<file path="config.mk">
export PLATFORM = sky130hd
export DESIGN_NAME = stepatt_par_ctrl
export DESIGN_NICKNAME = d
export VERILOG_FILES = /design/src/rtl/stepatt_pkg.sv /design/src/rtl/stepatt_sync.sv /design/src/rtl/stepatt_edge.sv /design/src/rtl/stepatt_pup_seq.sv /design/src/rtl/stepatt_par_ctrl.sv
export SDC_FILE = /design/constraint.sdc
export NUM_CORES = 1
export LEC_CHECK = 0
export CORE_MARGIN = 2
export CORE_UTILIZATION = 56
export DETAILED_ROUTE_END_ITERATION = 16
export HOLD_SLACK_MARGIN = 0.06
export PLACE_DENSITY = 0.85
export SLEW_MARGIN = 20
export SYNTH_ARGS = -nofsm -noshare
export SYNTH_HDL_FRONTEND = slang
export SYNTH_SLANG_ARGS = --single-unit
</file>
<file path="constraint.sdc">
create_clock -name clk -period 2.7 [get_ports clk]
set_input_delay 0.54 -clock clk [delete_from_list [all_inputs] [get_ports clk]]
set_output_delay 0.54 -clock clk [all_outputs]
set_load 0.005 [all_outputs]
</file>
<file path="src/rtl/stepatt_pkg.sv">
package stepatt_pkg;

    // Power-up sequencing phases
    typedef enum logic [1:0] {
        PUP_SETTLE = 2'd0,  // synchroniser filling, word at maximum
        PUP_HOLD   = 2'd1,  // direct mode: timed hold at maximum
        PUP_WAIT   = 2'd2,  // latched/serial: maximum until first pulse
        PUP_RUN    = 2'd3   // normal operation
    } pup_state_e;

endpackage

</file>
<file path="src/rtl/stepatt_sync.sv">
module stepatt_sync #(
    parameter int WIDTH  = 9,
    parameter int STAGES = 2
) (
    input  logic             clk,
    input  logic             rst_n,
    input  logic [WIDTH-1:0] async_i,
    output logic [WIDTH-1:0] sync_o
);

    logic [WIDTH-1:0] stg_d [STAGES];
    logic [WIDTH-1:0] stg_q [STAGES];

    always_comb begin
        stg_d[0] = async_i;
        for (int i = 1; i < STAGES; i++) begin
            stg_d[i] = stg_q[i-1];
        end
    end

    for (genvar g = 0; g < STAGES; g++) begin : g_stage
        always_ff @(posedge clk or negedge rst_n) begin
            if (!rst_n) begin
                stg_q[g] <= '0;
            end else begin
                stg_q[g] <= stg_d[g];
            end
        end
    end

    assign sync_o = stg_q[STAGES-1];

endmodule

</file>
<file path="src/rtl/stepatt_edge.sv">
module stepatt_edge (
    input  logic clk,
    input  logic rst_n,
    input  logic lvl_i,
    output logic rise_o,
    output logic fall_o
);

    logic lvl_d;
    logic lvl_q;

    always_comb begin
        lvl_d  = lvl_i;
        rise_o = lvl_i & ~lvl_q;
        fall_o = ~lvl_i & lvl_q;
    end

    always_ff @(posedge clk or negedge rst_n) begin
        if (!rst_n) begin
            lvl_q <= 1'b0;
        end else begin
            lvl_q <= lvl_d;
        end
    end

endmodule

</file>
<file path="src/rtl/stepatt_pup_seq.sv">
module stepatt_pup_seq
    import stepatt_pkg::*;
#(
    parameter int SYNC_STAGES = 2,
    parameter int HOLD_CYCLES = 40000
) (
    input  logic       clk,
    input  logic       rst_n,
    input  logic       ser_s_i,
    input  logic       le_s_i,
    input  logic       le_rise_i,
    input  logic       le_fall_i,
    output pup_state_e state_o,
    output logic       first_latch_o
);

    localparam int CNT_MAX = (HOLD_CYCLES > SYNC_STAGES) ? HOLD_CYCLES : SYNC_STAGES;
    localparam int CNT_W   = $clog2(CNT_MAX + 1);

    typedef struct packed {
        pup_state_e       state;
        logic [CNT_W-1:0] cnt;
        logic             armed;
    } seq_t;

    seq_t seq_d;
    seq_t seq_q;

    always_comb begin
        seq_d         = seq_q;
        first_latch_o = 1'b0;
        case (seq_q.state)
            PUP_SETTLE: begin
                // decide once the synchroniser holds real pin values
                if (seq_q.cnt == CNT_W'(SYNC_STAGES)) begin
                    seq_d.cnt   = '0;
                    seq_d.state = (!ser_s_i && le_s_i) ? PUP_HOLD : PUP_WAIT;
                end else begin
                    seq_d.cnt = seq_q.cnt + 1'b1;
                end
            end
            PUP_HOLD: begin
                if (seq_q.cnt == CNT_W'(HOLD_CYCLES - 1)) begin
                    seq_d.cnt   = '0;
                    seq_d.state = PUP_RUN;
                end else begin
                    seq_d.cnt = seq_q.cnt + 1'b1;
                end
            end
            PUP_WAIT: begin
                if (!ser_s_i) begin
                    if (le_rise_i) begin
                        seq_d.armed = 1'b1;
                    end
                    if (le_fall_i && seq_q.armed) begin
                        first_latch_o = 1'b1;
                        seq_d.armed   = 1'b0;
                        seq_d.state   = PUP_RUN;
                    end
                end
            end
            default: begin
                seq_d = seq_q;
            end
        endcase
    end

    always_ff @(posedge clk or negedge rst_n) begin
        if (!rst_n) begin
            seq_q <= '{state: PUP_SETTLE, cnt: '0, armed: 1'b0};
        end else begin
            seq_q <= seq_d;
        end
    end

    assign state_o = seq_q.state;

endmodule

</file>
<file path="src/rtl/stepatt_par_ctrl.sv">
module stepatt_par_ctrl
    import stepatt_pkg::*;
#(
    parameter int WORD_W      = 7,
    parameter int SYNC_STAGES = 2,
    parameter int HOLD_CYCLES = 40000
) (
    input  logic              clk,
    input  logic              rst_n,
    input  logic              ser_sel_i,
    input  logic              le_i,
    input  logic [WORD_W-1:0] ctl_i,
    output logic [WORD_W-1:0] atten_o
);

    localparam int                BUS_W     = WORD_W + 2;
    localparam logic [WORD_W-1:0] MAX_ATTEN = '1;

    typedef struct packed {
        logic [WORD_W-1:0] word;
    } word_t;

    logic [BUS_W-1:0]  bus_s;
    logic              ser_s;
    logic              le_s;
    logic [WORD_W-1:0] ctl_s;
    logic              le_rise;
    logic              le_fall;
    logic              first_latch;
    pup_state_e        pup_state;
    word_t             word_d;
    word_t             word_q;

    stepatt_sync #(
        .WIDTH  (BUS_W),
        .STAGES (SYNC_STAGES)
    ) u_sync (
        .clk     (clk),
        .rst_n   (rst_n),
        .async_i ({ser_sel_i, le_i, ctl_i}),
        .sync_o  (bus_s)
    );

    assign {ser_s, le_s, ctl_s} = bus_s;

    stepatt_edge u_le_edge (
        .clk    (clk),
        .rst_n  (rst_n),
        .lvl_i  (le_s),
        .rise_o (le_rise),
        .fall_o (le_fall)
    );

    stepatt_pup_seq #(
        .SYNC_STAGES (SYNC_STAGES),
        .HOLD_CYCLES (HOLD_CYCLES)
    ) u_seq (
        .clk           (clk),
        .rst_n         (rst_n),
        .ser_s_i       (ser_s),
        .le_s_i        (le_s),
        .le_rise_i     (le_rise),
        .le_fall_i     (le_fall),
        .state_o       (pup_state),
        .first_latch_o (first_latch)
    );

    always_comb begin
        word_d = word_q;
        case (pup_state)
            PUP_SETTLE, PUP_HOLD: begin
                word_d.word = MAX_ATTEN;
            end
            PUP_WAIT: begin
                if (first_latch) begin
                    word_d.word = ctl_s;
                end
            end
            default: begin
                // transparent while enable high; low freezes the last value
                if (!ser_s && le_s) begin
                    word_d.word = ctl_s;
                end
            end
        endcase
    end

    always_ff @(posedge clk or negedge rst_n) begin
        if (!rst_n) begin
            word_q <= '{word: MAX_ATTEN};
        end else begin
            word_q <= word_d;
        end
    end

    assign atten_o = word_q.word;

endmodule

</file>
==> reports/results.ini <==
[synth]
synth_edf_count=0
synth_warnings=0
async_flop_share=1.00
synth_fa_ha_area_frac=0.0391
synth-compound-area-share=0.0678
syn-num-nets=180
ys_top_cells_by_count=38 x dfrtp_1, 13 x nor2_1, 10 x or3_1
synth_simple_gate_area_frac=0.185
synthCells=163
netlist.top_cell.by_area=dfrtp_1
synth_top_area_frac=0.496
synth_cell_types=37
yosys_most_used_dff=dfrtp_1
ys_seq_area_frac=0.592
synth-xor-area-share=0.0457
synth_area_leaders=dfrtp_1 50%, dfstp_2 9.6%, mux2_2 4.1%, ha_1 3.9%, xor2_1 3.7%
synth-seq-cells=45
synth_area_per_cell_um2=11.8
synth_top_family_by_area=simple AND/OR/NAND/NOR gates
synthMostInstantiatedCell=dfrtp_1
synth_area_um2=1920
muxShareOfSynthArea=0.0515

[route]
first_pass_iters=4
drt-total-wl_mm=3.57
top_layer_used=met4
ant_nets=0
wl_met3_um=188
met2_length_mm=1.76
drc=0
met1_length_mm=1.58
vias=1281
drtIter0Drc=66
via_per_inst=5.55
wire_per_inst_um=15.5

[cts]
cts_made_buffers=5
clock_path_buffers=2
cts_root_buf=clkbuf_4
ctsHoldBuffers=0
postCtsSetupBuffers=0
clk_pin_slew_ns=0.15
cts_resized=0
clock-sinks=45
clk_latency_ns=0.36
cts_tree=done
htreeDepth=2

[grt]
grt-ovfl-total=0
grt_pass1_wl_mm=6.01
grt_antenna_before_repair=0
grt_pass1_vias=1233
grt_start_max_net_pins=46
grt.total_usage=0.202

[cells_and_area]
multi_input_area_um2=746
drive_above_1_share=0.157
diodes=0
register_area_um2=1130
area.growth.synth_to_final_pct=15.1
n_fill_cell=259
layout.cells.non_filler=231
stdcell_area_um2=2210
nNetsFinal=201

[sta]
drv_slew=0
hold_viol=0
post-route-min-period_ns=2.35
tightest_slew_ns=0.925
maxSlewHeadroom=0.383
fin_ws_ns=0.348
fin_skew_ns=0.0234
finalCritPeriodShare=0.871
tns_ns=0
finalSetupViolCount=0
max_freq_mhz=425
rsz0062_at_grt=false

[critical_path]
crit_chain=inv_1 -> ha_1 -> o2111ai_1 -> or4_4 -> or3_1 -> a21oi_1
r2r_cells=6
slowest_stage=or4_4
endpoint_kind=flip-flop
cp-endpoint=u_seq.seq_q[16]$_DFFE_PN0P_
slowest_delay_ns=0.50
r2r_slack_ns=0.35
startpoint=u_seq.state_o[0]$_DFFE_PN0P_
required_ns=2.99
rr_endpoint=u_seq.seq_q[16]$_DFFE_PN0P_
crit_arrival_ns=2.64
r2r-start=u_seq.state_o[0]$_DFFE_PN0P_
path_class=flip-flop to flip-flop
crit_path_max_fanout=15
startpoint_type=flip-flop

[place]
dpl.cell_count=223
numPortBuffers=17
placed_area_um2=2120
place_hpwl_mm=2.49
routabilityCongestion=0.822
pre_cts_slack_ns=0.404

[power]
p_per_area_nw_per_um2=861
ir_drop_v=0.000651
leakage_nw=1.00
power.total_w=0.00190

[floorplanning]
core_area_um2=3310
die_x_um=62.5
ioPinCount=18
row_count=21
start_util=0.579
die_area_um2=3910
die_h_um=62.5

[job]
cap_violations=0

[status]
status=complete, no violations

[worst_hold_path]
hold_path.class=primary input to async pin

[where the power goes]
group,leakage [nW],switching [W],internal [W]
Combinational,0.416,0.000250,0.000292
Clock,0.0462,0.000227,0.000202
Sequential,0.540,0.000103,0.000828
[placed cells by master (no fill, tap or decap), drive strengths merged, types with 3 or more instances in the layout]
master and instances:
a21oi 9, and3 4, clkbuf 5, clkdlybuf4s50 16
dfrtp 38, dfstp 7, ha 6, inv 7
mux2 7, nand2 8, nand3 6, nand4 4
nor2 13, nor3 4, nor4 3, o21ai 7
or3 10, xor2 8
[area by class of cell]
type	instances	share of cell area
Clock buffer	5	0.0170
Clock inverter	3	0.0215
Inverter	5	0.00850
Multi-Input combinational cell	110	0.338
Sequential cell	45	0.514
Tap cell	46	0.0261
Timing Repair Buffer	17	0.0748
[logic make-up after synthesis]
family,Yosys count
multiplexers,9
flip-flops,45
AND/OR/NAND/NOR,63
XOR/XNOR,10
adder cells (fa/ha/maj),6
AO/OA/AOI/OAI,22
buffers and inverters,8
[worst min path at each step]
stage / cells after the start / to
final: 1 / u_sync.sync_o[7]$_DFF_PN0_
after global routing: 1 / u_seq.seq_q[16]$_DFFE_PN0P_
after CTS: 1 / u_seq.seq_q[12]$_DFFE_PN0P_
after detailed placement: 0 / u_sync.sync_o[6]$_DFF_PN0_
after global placement: 0 / u_sync.sync_o[1]$_DFF_PN0_
after floorplan: 0 / u_le_edge.lvl_q$_DFF_PN0_
[through the flow]
step / util / hold slack (ns)
after detailed placement: 0.641 / 0.336
after CTS: 0.667 / 0.324
after global routing: 0.667 / 0.365
final: 0.667 / 0.295
after floorplan: - / 0.244
after global placement: 0.641 / 0.333
[routing by layer]
metal,vias up,track usage
met2,35,0.315
met4,0,0.0750
li1,620,-
met5,-,0
met1,622,0.280
met3,4,0.0432
[flip-flops by register name, summed over array words and instances (netlist names)]
name / flops
u_le_edge.lvl_q: 1
u_sync.sync_o: 9
u_seq.seq_q: 17
u_seq.state_o: 2
u_sync.stg_d: 9
atten_o: 7
[critical path: cells and delay by family (launching register included)]
family,cells,cell delay [ns]
and+or+nand+nor,2,0.86
adders and majority gates,1,0.45
AOI/OAI and AO/OA,2,0.45
DFF,1,0.43
buffers and inverters,1,0.11
Note: power is estimated with default switching activity, not from simulation.
